===== src/rtl/fracn_sdm_pkg.sv =====
package fracn_sdm_pkg;
  typedef logic signed [3:0] corr_t;
  localparam int unsigned MOD_FLOOR_PLAIN  = 13;
  localparam int unsigned MOD_FLOOR_DITHER = 50;
  localparam int unsigned INT_FLOOR        = 3;
endpackage


===== src/rtl/fracn_modacc.sv =====
module fracn_modacc #(
  parameter int W = 12
) (
  input  logic         clk,
  input  logic         rst,
  input  logic         en,
  input  logic         clr,
  input  logic [W-1:0] mod_i,
  input  logic [W:0]   inc_i,
  output logic [W-1:0] nxt_o,
  output logic         carry_o
);
  logic [W-1:0] acc_q;
  logic [W+1:0] sum;

  always_comb begin
    sum     = {2'b00, acc_q} + {1'b0, inc_i};
    carry_o = (sum >= {2'b00, mod_i});
    nxt_o   = carry_o ? W'(sum - {2'b00, mod_i}) : sum[W-1:0];
  end

  always_ff @(posedge clk) begin
    if (rst || clr) acc_q <= '0;
    else if (en)    acc_q <= nxt_o;
  end

  a_r4_acc_below_mod: assert property (@(posedge clk) disable iff (rst)
    acc_q < mod_i);

  a_r5_acc_hold: assert property (@(posedge clk) disable iff (rst)
    (!en && !clr) |=> acc_q == $past(acc_q));
endmodule


===== src/rtl/fracn_lfsr.sv =====
module fracn_lfsr #(
  parameter int W     = 21,
  parameter int TAP_A = 20,
  parameter int TAP_B = 18
) (
  input  logic clk,
  input  logic rst,
  input  logic en,
  input  logic clr,
  output logic bit_o
);
  localparam logic [W-1:0] SEED = W'(1);
  logic [W-1:0] st_q;
  logic         fb;

  assign fb    = st_q[TAP_A] ^ st_q[TAP_B];
  assign bit_o = st_q[W-1];

  always_ff @(posedge clk) begin
    if (rst || clr) st_q <= SEED;
    else if (en)    st_q <= {st_q[W-2:0], fb};
  end

  a_r8_lfsr_alive: assert property (@(posedge clk) disable iff (rst)
    st_q != '0);
endmodule


===== src/rtl/fracn_cancel.sv =====
module fracn_cancel
  import fracn_sdm_pkg::*;
(
  input  logic  clk,
  input  logic  rst,
  input  logic  en,
  input  logic  clr,
  input  logic  c1_i,
  input  logic  c2_i,
  input  logic  c3_i,
  output corr_t corr_o
);
  logic c2_d, c3_d, c3_dd;

  always_ff @(posedge clk) begin
    if (rst || clr) begin
      c2_d  <= 1'b0;
      c3_d  <= 1'b0;
      c3_dd <= 1'b0;
    end else if (en) begin
      c2_d  <= c2_i;
      c3_d  <= c3_i;
      c3_dd <= c3_d;
    end
  end

  always_comb begin
    corr_o = corr_t'({3'b000, c1_i})
           + corr_t'({3'b000, c2_i}) - corr_t'({3'b000, c2_d})
           + corr_t'({3'b000, c3_i}) - corr_t'({2'b00, c3_d, 1'b0})
           + corr_t'({3'b000, c3_dd});
  end

  a_r6_delays_cleared: assert property (@(posedge clk) disable iff (rst)
    clr |=> (!c2_d && !c3_d && !c3_dd));

  a_r4_corr_window: assert property (@(posedge clk) disable iff (rst)
    (corr_o >= -4'sd3) && (corr_o <= 4'sd4));
endmodule


===== src/rtl/fracn_sdm_ctrl.sv =====
module fracn_sdm_ctrl
  import fracn_sdm_pkg::*;
#(
  parameter int INT_W   = 16,
  parameter int MOD_W   = 12,
  parameter int DEF_INT = 32,
  parameter int LFSR_W  = 21
) (
  input  logic             clk,
  input  logic             rst,
  input  logic             ref_en,
  input  logic             ld,
  input  logic [INT_W-1:0] ld_int,
  input  logic [MOD_W-1:0] ld_frac,
  input  logic [MOD_W-1:0] ld_mod,
  input  logic             ld_dith,
  output logic [INT_W-1:0] div_out,
  output logic             cfg_err
);
  localparam int ORDER = 3;
  localparam logic [INT_W-1:0] INT_HI = {INT_W{1'b1}} - INT_W'(4);
  localparam logic [INT_W-1:0] INT_LO = INT_W'(INT_FLOOR);

  logic [INT_W-1:0] int_q;
  logic [MOD_W-1:0] frac_q, mod_q;
  logic             dith_q;
  logic             legal, clr, adv, dbit, lfsr_bit;
  logic [MOD_W-1:0] mod_floor;
  logic [MOD_W:0]   inc_w [ORDER];
  logic [MOD_W-1:0] nxt_w [ORDER];
  logic             car_w [ORDER];
  corr_t            corr;
  logic signed [INT_W:0] ratio_s;

  assign mod_floor = ld_dith ? MOD_W'(MOD_FLOOR_DITHER) : MOD_W'(MOD_FLOOR_PLAIN);
  assign legal = (ld_mod >= mod_floor) && (ld_frac < ld_mod)
              && (ld_int >= INT_LO) && (ld_int <= INT_HI);
  assign clr   = ld && legal;
  assign adv   = ref_en && !ld;

  always_ff @(posedge clk) begin
    if (rst) begin
      int_q  <= INT_W'(DEF_INT);
      frac_q <= '0;
      mod_q  <= MOD_W'(MOD_FLOOR_PLAIN);
      dith_q <= 1'b0;
      cfg_err <= 1'b0;
    end else if (ld) begin
      cfg_err <= !legal;
      if (legal) begin
        int_q  <= ld_int;
        frac_q <= ld_frac;
        mod_q  <= ld_mod;
        dith_q <= ld_dith;
      end
    end
  end

  fracn_lfsr #(.W(LFSR_W)) i_lfsr (
    .clk(clk), .rst(rst), .en(adv), .clr(clr), .bit_o(lfsr_bit)
  );
  assign dbit = dith_q && lfsr_bit;

  assign inc_w[0] = {1'b0, frac_q} + {{MOD_W{1'b0}}, dbit};

  for (genvar k = 0; k < ORDER; k++) begin : g_stage
    if (k > 0) begin : g_chain
      assign inc_w[k] = {1'b0, nxt_w[k-1]};
    end
    fracn_modacc #(.W(MOD_W)) i_acc (
      .clk(clk), .rst(rst), .en(adv), .clr(clr),
      .mod_i(mod_q), .inc_i(inc_w[k]),
      .nxt_o(nxt_w[k]), .carry_o(car_w[k])
    );
  end

  fracn_cancel i_cancel (
    .clk(clk), .rst(rst), .en(adv), .clr(clr),
    .c1_i(car_w[0]), .c2_i(car_w[1]), .c3_i(car_w[2]),
    .corr_o(corr)
  );

  assign ratio_s = $signed({1'b0, int_q}) + {{(INT_W-3){corr[3]}}, corr};

  always_ff @(posedge clk) begin
    if (rst)      div_out <= INT_W'(DEF_INT);
    else if (clr) div_out <= ld_int;
    else if (adv) div_out <= ratio_s[INT_W-1:0];
  end

  a_r4_out_window: assert property (@(posedge clk) disable iff (rst)
    (({1'b0, div_out} + (INT_W+1)'(3)) >= {1'b0, int_q})
    && ({1'b0, div_out} <= ({1'b0, int_q} + (INT_W+1)'(4))));

  a_r7_reject_keeps: assert property (@(posedge clk) disable iff (rst)
    (ld && !legal) |=> (cfg_err && int_q == $past(int_q) && frac_q == $past(frac_q)
                        && mod_q == $past(mod_q) && div_out == $past(div_out)));

  a_r6_load_applies: assert property (@(posedge clk) disable iff (rst)
    (ld && legal) |=> (!cfg_err && div_out == $past(ld_int)));

  a_r5_pause_holds: assert property (@(posedge clk) disable iff (rst)
    (!ref_en && !ld) |=> $stable(div_out));

  a_r9_zero_frac_flat: assert property (@(posedge clk) disable iff (rst)
    (frac_q == '0 && !dith_q) |-> (div_out == int_q));

  a_r2_last_stage_bounded: assert property (@(posedge clk) disable iff (rst)
    nxt_w[ORDER-1] < mod_q);
endmodule


===== config.mk =====
export PLATFORM = sky130hd
export DESIGN_NAME = fracn_sdm_ctrl
export DESIGN_NICKNAME = d
export VERILOG_FILES = /design/src/rtl/fracn_sdm_pkg.sv /design/src/rtl/fracn_modacc.sv /design/src/rtl/fracn_lfsr.sv /design/src/rtl/fracn_cancel.sv /design/src/rtl/fracn_sdm_ctrl.sv
export SDC_FILE = /design/constraint.sdc
export NUM_CORES = 1
export LEC_CHECK = 0
export BUFFER_PORTS_ARGS = -buffer_cell sky130_fd_sc_hd__buf_2
export CORE_MARGIN = 4
export CORE_UTILIZATION = 40
export DETAILED_ROUTE_END_ITERATION = 7
export GPL_ROUTABILITY_DRIVEN = 0
export GPL_TIMING_DRIVEN = 0
export PLACE_DENSITY = 0.62
export SETUP_SLACK_MARGIN = 0.1
export SLEW_MARGIN = 20
export SYNTH_ARGS = -nofsm -noshare
export SYNTH_HDL_FRONTEND = slang
export SYNTH_HIERARCHICAL = 1
export SYNTH_SLANG_ARGS = --single-unit

===== constraint.sdc =====
create_clock -name clk -period 18.5 [get_ports clk]
set_input_delay 1.85 -clock clk [delete_from_list [all_inputs] [get_ports clk]]
set_output_delay 1.85 -clock clk [all_outputs]
set_load 0.02 [all_outputs]

==> out/summary.txt, run 1 <==
placeable core area: 25200 um^2
Critical Path Slowest Stage Cell: fa_1
cell area after technology mapping: 10200 um^2
Data required, critical path: 18.79 ns
CP Data Arrival Time: 14.50 ns
vias per cell: 5.57
post-route fraction of the period consumed by the critical path: 0.768
post-cts hold buffer count: 0
number of H-tree branching levels: 4
clock slew at the register clock pins of the worst setup and hold paths: 0.06 ns
port buffer count: 61
wire length of the first global-routing pass: 45600 um
sort of element at the end of the critical path: flop
actual transition at the worst max-transition pin: 0.814 ns
starting utilization of the core area: 0.406
root buffer selected by CTS: clkbuf_16
worst rel slew slack: 0.457
setup repair after global routing missed its margin: no
via count of the first global-routing pass: 8925
most frequent CP cell: ha_1
maximum buffer depth of the clock tree: 2
Synth warnings: 6
worst-case clock skew: 0.0146 ns
number of top-level pins: 62
total negative setup slack: 0 ns
Largest stage delay, worst path: 0.46 ns
total via count after detailed routing: 9202
post-detailed-route count of antenna-violating nets: 0
most frequent cells in the layout: 118 x dfxtp_1, 112 x ha_1, 103 x a21oi_1, 81 x inv_1, 70 x o21ai_0
Max Freq: 0.0704 GHz
kind of launch point of the worst setup path: flop
number of optimization iterations in the first detailed-route pass: 5
total wire length: 27900 um
Setup-failing EPs final: 0
number of instances in the synthesized netlist: 1222
post-CTS sizing: 0
half-perimeter wire length after placement: 21700 um
diode count: 0
Setup Fix Bufs, Post-CTS: 0
average cell area after synthesis: 8.36 um^2
Clock Latency Late Sink: 0.42 ns
number of design rule violations left after detail routing: 0
Worst Path Class, Setup: reg2reg
number of antenna violations at the first check in global routing: 0
count of nets after finishing: 1475
CTS tree: built
area growth from synthesis to final layout: 13.2%
post-route minimum period: 14.21 ns
final hold violations: 0
number of slew-limit violations in the final report: 0
average wire per cell in the routed design: 16.9 um
Placement Rows: 58
critical path fanouts, max: 11
area of the die: 28200 um^2
leading cell type in the layout, fill and taps excluded: dfxtp_1
number of CTS-inserted buffers: 17
total global routing track utilization: 0.197
share of final-layout standard cells stronger than drive strength 1: 0.141
outcome: finished, final reports clean
Worst Hold Class: reg2reg
GRT Residual Overflow: 0
y dimension of the die: 168 um
clock net sink count: 118
# Max-Cap Violations: 0
die width: 168 um
maximum number of pins on one net before global-route repair: 19
setup slack of the worst register-to-register path: 4.29 ns
1st-iter DRT viols: 610
layer usage:
| layer | GRT usage | wire, um | share of wire | up-vias |
|---|---|---|---|---|
| li1 | - | - | - | 4695 |
| met1 | 0.261 | 13100 | 0.47 | 4282 |
| met2 | 0.334 | 13200 | 0.47 | 182 |
| met3 | 0.0310 | 1050 | 0.038 | 43 |
| met4 | 0.0579 | 590 | 0.021 | 0 |
| met5 | 0 | 0 | 0 | - |
per-stage QoR:
step | util | instance area (um^2) | instances | hold WS [ns] | worst slack (ns)
after floorplan | - | 10200 | 1227 | 0.439 | 5.99
after global placement | 0.435 | 11000 | 1618 | 0.458 | 3.82
after detailed placement | 0.437 | 11000 | 1620 | 0.466 | 4.38
after CTS | 0.459 | 11600 | 1652 | 0.474 | 4.30
after global routing | 0.459 | 11600 | 1652 | 0.507 | 3.16
final | 0.459 | 11600 | 1652 | 0.479 | 4.29
path summary, 6_finish.rpt:
| kind | startpoint | to | cells after the start |
|---|---|---|---|
| worst min-delay path | dith_q | dith_q | 2 |
| worst max-delay path | i_lfsr/st_q[20] | div_out[10] | 62 |
| worst max register to register | i_lfsr/st_q[20] | div_out[10] | 62 |
| worst min register to register | dith_q | dith_q | 2 |
worst max-delay path: cells and delay by family, from the launching register on:
family / cells / cell delay, ns
multiplexers: 2 / 0.30
flip-flops: 1 / 0.41
buffers and inverters: 11 / 1.74
AO/OA/AOI/OAI: 21 / 4.77
AND/OR/NAND/NOR: 12 / 2.32
adder cells (fa/ha/maj): 13 / 4.06
XOR/XNOR: 3 / 0.44
registers in the layout (all words and copies together), names as in the netlist:
| name | cells |
|---|---|
| g_stage.i_acc/acc_q | 36 |
| i_lfsr/st_q | 21 |
| div_out | 16 |
| int_q | 16 |
| frac_q | 12 |
| mod_q | 12 |
| cfg_err | 1 |
| dith_q | 1 |
| i_cancel/c2_d | 1 |
| i_cancel/c3_d | 1 |
| i_cancel/c3_dd | 1 |
cell type report:
type | instances | area [um^2]
repair buffers | 63 | 344
flip-flops and latches | 118 | 2360
clock inverters | 13 | 123
well taps | 330 | 413
inverters | 83 | 312
clock buffers | 19 | 443
fillers | 2523 | 13600
multi-input cells | 976 | 7260
plain buffers | 50 | 305
Power of run 1 is left out: the tool's default activity adds up to more than one toggle a clock period on the data nets, which glitch-free logic cannot reach.
==> run 2: changes to the inputs <==
- clock period: 18.5 -> 13.6 ns (I/O delays scaled with it)
==> run 2 against run 1 <==
  * Global-route usage hardly changed
  * Critical path depth is 1 lower
  * Setup slack worse by 3.5 ns
  * Die area stayed put
  * Clock skew is 0.0059 ns higher
  * Critical endpoint is now div_out[15]
  * Sequential share of layout area is 0.54 points lower
  * Sequential cell count stayed put
  * Worst hold slack worse by 0.00093 ns
==> out/summary.txt, run 2 (synthesized netlist as in run 1, its figures left out) <==
worst-case clock skew: 0.0204 ns (+0.00587 ns)
leading cell type in the layout, fill and taps excluded: dfxtp_1
kind of launch point of the worst setup path: flop
count of nets after finishing: 1487 (+0.81%)
sort of element at the end of the critical path: flop
CTS tree: built
CP Data Arrival Time: 13.12 ns (-1.38 ns)
total wire length: 28400 um (+1.6%)
root buffer selected by CTS: clkbuf_16
source of the worst register-to-register timing path: i_lfsr/st_q[20]
actual transition at the worst max-transition pin: 0.820 ns (+0.00579 ns)
Worst Path Class, Setup: reg2reg
number of CTS-inserted buffers: 17 (unchanged)
startpoint of the most critical hold path: dith_q
Max Freq: 0.0779 GHz (+11%)
hold slack final: 0.478 ns (-0.000926 ns)
post-placement setup slack: -0.520 ns (-4.90 ns)
Largest stage delay, worst path: 0.43 ns (-0.03 ns)
1st-iter DRT viols: 568 (-6.9%)
maximum number of pins on one net before global-route repair: 19 (unchanged)
vias per cell: 5.59 (+0.37%)
# Max-Cap Violations: 0 (unchanged)
Worst Hold Class: reg2reg
post-route fraction of the period consumed by the critical path: 0.944 (+0.176)
total negative setup slack: 0 ns (unchanged)
outcome: finished, final reports clean
number of optimization iterations in the first detailed-route pass: 7 (+2)
most frequent CP cell: ha_1
critical path fanouts, max: 11 (unchanged)
average wire per cell in the routed design: 17.1 um (+0.90%)
area of the die: 28200 um^2 (unchanged)
GRT Residual Overflow: 0 (unchanged)
half-perimeter wire length after placement: 21700 um (unchanged)
total global routing track utilization: 0.198 (+0.000345)
number of antenna violations at the first check in global routing: 0 (unchanged)
worst rel slew slack: 0.453 (-0.00386)
die width: 168 um (unchanged)
total via count after detailed routing: 9303 (+1.1%)
clock net sink count: 118 (unchanged)
number of H-tree branching levels: 4 (unchanged)
crit path from: i_lfsr/st_q[20]
post-detailed-route count of antenna-violating nets: 0 (unchanged)
Clock Latency Late Sink: 0.43 ns (about the same)
Placement Rows: 58 (unchanged)
starting utilization of the core area: 0.406 (unchanged)
post-route setup slack: 0.763 ns (-3.53 ns)
number of slew-limit violations in the final report: 0 (unchanged)
diode count: 0 (unchanged)
final hold violations: 0 (unchanged)
share of final-layout standard cells stronger than drive strength 1: 0.180 (+0.0385)
post-route minimum period: 12.84 ns (-1.37 ns)
number of top-level pins: 62 (unchanged)
via count of the first global-routing pass: 8931 (+0.067%)
wire length of the first global-routing pass: 45700 um (+0.17%)
Setup-failing EPs final: 0 (unchanged)
y dimension of the die: 168 um (unchanged)
most frequent cells in the layout: 117 x dfxtp_1, 103 x ha_1, 97 x a21oi_1, 81 x inv_1, 67 x o21ai_0
clock slew at the register clock pins of the worst setup and hold paths: 0.06 ns (about the same)
placeable core area: 25200 um^2 (unchanged)
port buffer count: 61 (unchanged)
area growth from synthesis to final layout: 16.4%
register with the most flip-flops: g_stage.i_acc/acc_q
Critical Path Slowest Stage Cell: fa_2
number of design rule violations left after detail routing: 0 (unchanged)
largest registers: g_stage.i_acc/acc_q x36, i_lfsr/st_q x21
maximum buffer depth of the clock tree: 2 (unchanged)
number of flip-flops in the largest register: 36 (unchanged)
Data required, critical path: 13.88 ns (-4.91 ns)
[run 2: cell types whose count changed in the layout (fill, tap and decap cells not counted), sizes merged]
cell,change
buf,+14
clkbuf,-2
[run 2: path summary, 6_finish.rpt]
kind	to	slack, ns	cells after the start
min reg2reg	dith_q	0.48	2
max reg2reg	div_out[15]	0.76	61
min	dith_q	0.48	2
max	div_out[15]	0.76	61
[run 2: per-stage QoR]
stage	util	std cells	cell area, um^2
after floorplan	-	1227	10200
after global placement	0.435	1618	11000
after detailed placement	0.437	1620	11000
after CTS	0.462	1654	11600
after global routing	0.472	1664	11900
final	0.472	1664	11900
[run 2: cell type report]
cell class	instances	area (um^2)
Buffer	49	307
Inverter	83	312
Tap cell	330	413
Clock inverter	13	123
Timing Repair Buffer	76	442
Clock buffer	19	443
Sequential cell	118	2360
Multi-Input combinational cell	976	7480
Fill cell	2502	13300
[run 2: worst max-delay path, delay by kind of cell (launching register included)]
family,cells,cell delay (ns)
AND/OR/NAND/NOR,8,1.27
flip-flops,1,0.37
multiplexers,3,0.54
AO/OA/AOI/OAI,25,4.93
adder cells (fa/ha/maj),12,3.42
buffers and inverters,10,1.60
XOR/XNOR,3,0.55
[run 2: routing by layer]
metal | vias to the layer above | global-route usage | wire, um
li1 | 4722 | - | -
met4 | 0 | 0.0575 | 516
met2 | 192 | 0.335 | 13600
met1 | 4355 | 0.261 | 13100
met3 | 34 | 0.0301 | 1160
met5 | - | 0 | 0
[run 2: timing repair]
| action | 4_1_cts | 5_1_grt |
|---|---|---|
| pin swaps | 5 | 16 |
| endpoints found under the setup margin | 12 | 15 |
| setup buffers | 2 | 11 |
| hold buffers | 0 | 0 |
| gates resized for setup | 12 | 44 |
Power of run 2 is left out for the same reason.
==> run 3: changes to the inputs <==
- PLACE_DENSITY: 0.62 -> not set
==> run 3 against run 2 <==
  * Core utilization up 0.20 points
  * Highest routed layer unchanged
  * Count of clock-buffer cells in the layout unchanged
  * Die area is the same
  * Critical path depth decreased by 1
  * Non-clock buffer count is 2 lower
  * Via count grew 0.94%
  * Sequential share of layout area is 0.085 points lower
  * Cell area up 0.43%
  * Setup slack lost 0.092 ns
  * Largest cell class unchanged
==> out/summary.txt, run 3 (synthesized netlist as in run 1, its figures left out) <==
crit path from: i_lfsr/st_q[20]
leading cell type in the layout, fill and taps excluded: dfxtp_1
number of slew-limit violations in the final report: 0 (unchanged)
filler cell count: 2469 (-1.3%)
wire length of the first global-routing pass: 46700 um (+2.1%)
number of CTS-inserted buffers: 17 (unchanged)
post-route fraction of the period consumed by the critical path: 0.951 (+0.00680)
# Max-Cap Violations: 0 (unchanged)
worst rel slew slack: 0.441 (-0.0120)
number of H-tree branching levels: 4 (unchanged)
Max Freq: 0.0773 GHz (-0.71%)
kind of launch point of the worst setup path: flop
post-route minimum period: 12.93 ns (+0.0924 ns)
1st-iter DRT viols: 583 (+2.6%)
startpoint of the most critical hold path: int_q[5]
post-detailed-route count of antenna-violating nets: 0 (unchanged)
maximum number of pins on one net before global-route repair: 31 (+12)
die width: 168 um (unchanged)
Placement Rows: 58 (unchanged)
average wire per cell in the routed design: 17.5 um (+2.4%)
clock slew at the register clock pins of the worst setup and hold paths: 0.06 ns (about the same)
Data required, critical path: 13.94 ns (+0.06 ns)
reg-to-reg critical path endpoint: div_out[13]
total via count after detailed routing: 9390 (+0.94%)
number of design rule violations left after detail routing: 0 (unchanged)
post-route setup slack: 0.670 ns (-0.0924 ns)
final hold violations: 0 (unchanged)
CP Data Arrival Time: 13.27 ns (+0.15 ns)
y dimension of the die: 168 um (unchanged)
total global routing track utilization: 0.202 (+0.00433)
sort of element at the end of the critical path: flop
vias per cell: 5.65 (+1.1%)
share of final-layout standard cells stronger than drive strength 1: 0.185 (+0.00553)
Hold Path Cell Cnt: 2 (unchanged)
count of nets after finishing: 1485 (-0.13%)
largest registers: g_stage.i_acc/acc_q x36, i_lfsr/st_q x21
number of top-level pins: 62 (unchanged)
Critical Path Slowest Stage Cell: fa_2
most frequent CP cell: ha_1
starting utilization of the core area: 0.406 (unchanged)
Clock Latency Late Sink: 0.43 ns (about the same)
outcome: finished, final reports clean
number of antenna violations at the first check in global routing: 0 (unchanged)
number of flip-flops in the largest register: 36 (unchanged)
CTS tree: built
FF-to-FF path depth: 60 (-1.6%)
source of the worst register-to-register timing path: i_lfsr/st_q[20]
Setup-failing EPs final: 0 (unchanged)
maximum buffer depth of the clock tree: 2 (unchanged)
half-perimeter wire length after placement: 22000 um (+1.4%)
total wire length: 29000 um (+2.3%)
area of the die: 28200 um^2 (unchanged)
number of optimization iterations in the first detailed-route pass: 5 (-2)
port buffer count: 61 (unchanged)
critical path fanouts, max: 11 (unchanged)
placeable core area: 25200 um^2 (unchanged)
setup slack of the worst register-to-register path: 0.67 ns (-0.09 ns)
Hold Path Sink: int_q[5]
diode count: 0 (unchanged)
Worst Path Class, Setup: reg2reg
GRT Residual Overflow: 0 (unchanged)
actual transition at the worst max-transition pin: 0.838 ns (+0.0179 ns)
Worst Hold Class: reg2reg
post-placement setup slack: -0.608 ns (-0.0881 ns)
root buffer selected by CTS: clkbuf_16
Largest stage delay, worst path: 0.43 ns (about the same)
clock net sink count: 118 (unchanged)
most frequent cells in the layout: 117 x dfxtp_1, 99 x ha_1, 95 x a21oi_1, 81 x inv_1, 66 x o21ai_0
register with the most flip-flops: g_stage.i_acc/acc_q
setup repair after global routing missed its margin: no
Core Util, Final: 0.474 (+0.00204)
area growth from synthesis to final layout: 16.9%
via count of the first global-routing pass: 9083 (+1.7%)
worst-case clock skew: 0.0137 ns (-0.00673 ns)
[run 3: how the worst max path moves through the flow]
stage	end	slack, ns	depth (start not counted)
after floorplan	div_out[15]	1.09	60
after global placement	div_out[13]	-1.16	59
after detailed placement	div_out[10]	-0.61	62
after CTS	div_out[15]	0.12	61
after global routing	div_out[11]	0.03	62
final	div_out[13]	0.67	60
[run 3: final cells by class]
cell class / count / area [um^2] / share of cell area
Tap cell: 330 / 413 / 0.0346
Multi-Input combinational cell: 976 / 7510 / 0.629
Clock buffer: 19 / 453 / 0.0379
Sequential cell: 118 / 2360 / 0.198
Timing Repair Buffer: 74 / 404 / 0.0339
Buffer: 49 / 309 / 0.0259
Clock inverter: 13 / 171 / 0.0144
Inverter: 83 / 312 / 0.0261
[run 3: worst max-delay path, delay by kind of cell, from the launching register on]
kind            cells  cell delay (ns)
buf+inv             9             1.42
mux                 2             0.35
compound gates     26             5.25
simple gates        8             1.27
fa+ha+maj          12             3.56
xor+xnor            3             0.57
flops               1             0.37
[run 3: per-stage QoR]
step                      cell area, um^2  instances  hold slack (ns)  TNS (ns)
after floorplan                     10200       1227            0.439         0
after global placement              11000       1618            0.459    -11.85
after detailed placement            11000       1619            0.460     -4.22
after CTS                           11700       1652            0.475         0
after global routing                11900       1662            0.505         0
final                               11900       1662            0.473         0
[run 3: timing repair]
item	CTS	global route
setup endpoints to repair	12	15
resized for setup	13	51
hold buffers	0	0
buffers inserted	1	10
cloned	0	1
pin swaps	3	14
endpoints found under the hold margin	0	0
[run 3: layer usage]
| layer | wire length, um | GRT usage |
|---|---|---|
| met5 | 0 | 0 |
| met4 | 588 | 0.0561 |
| met3 | 1140 | 0.0310 |
| met2 | 13900 | 0.342 |
| met1 | 13400 | 0.268 |
Power of run 3 is left out for the same reason.
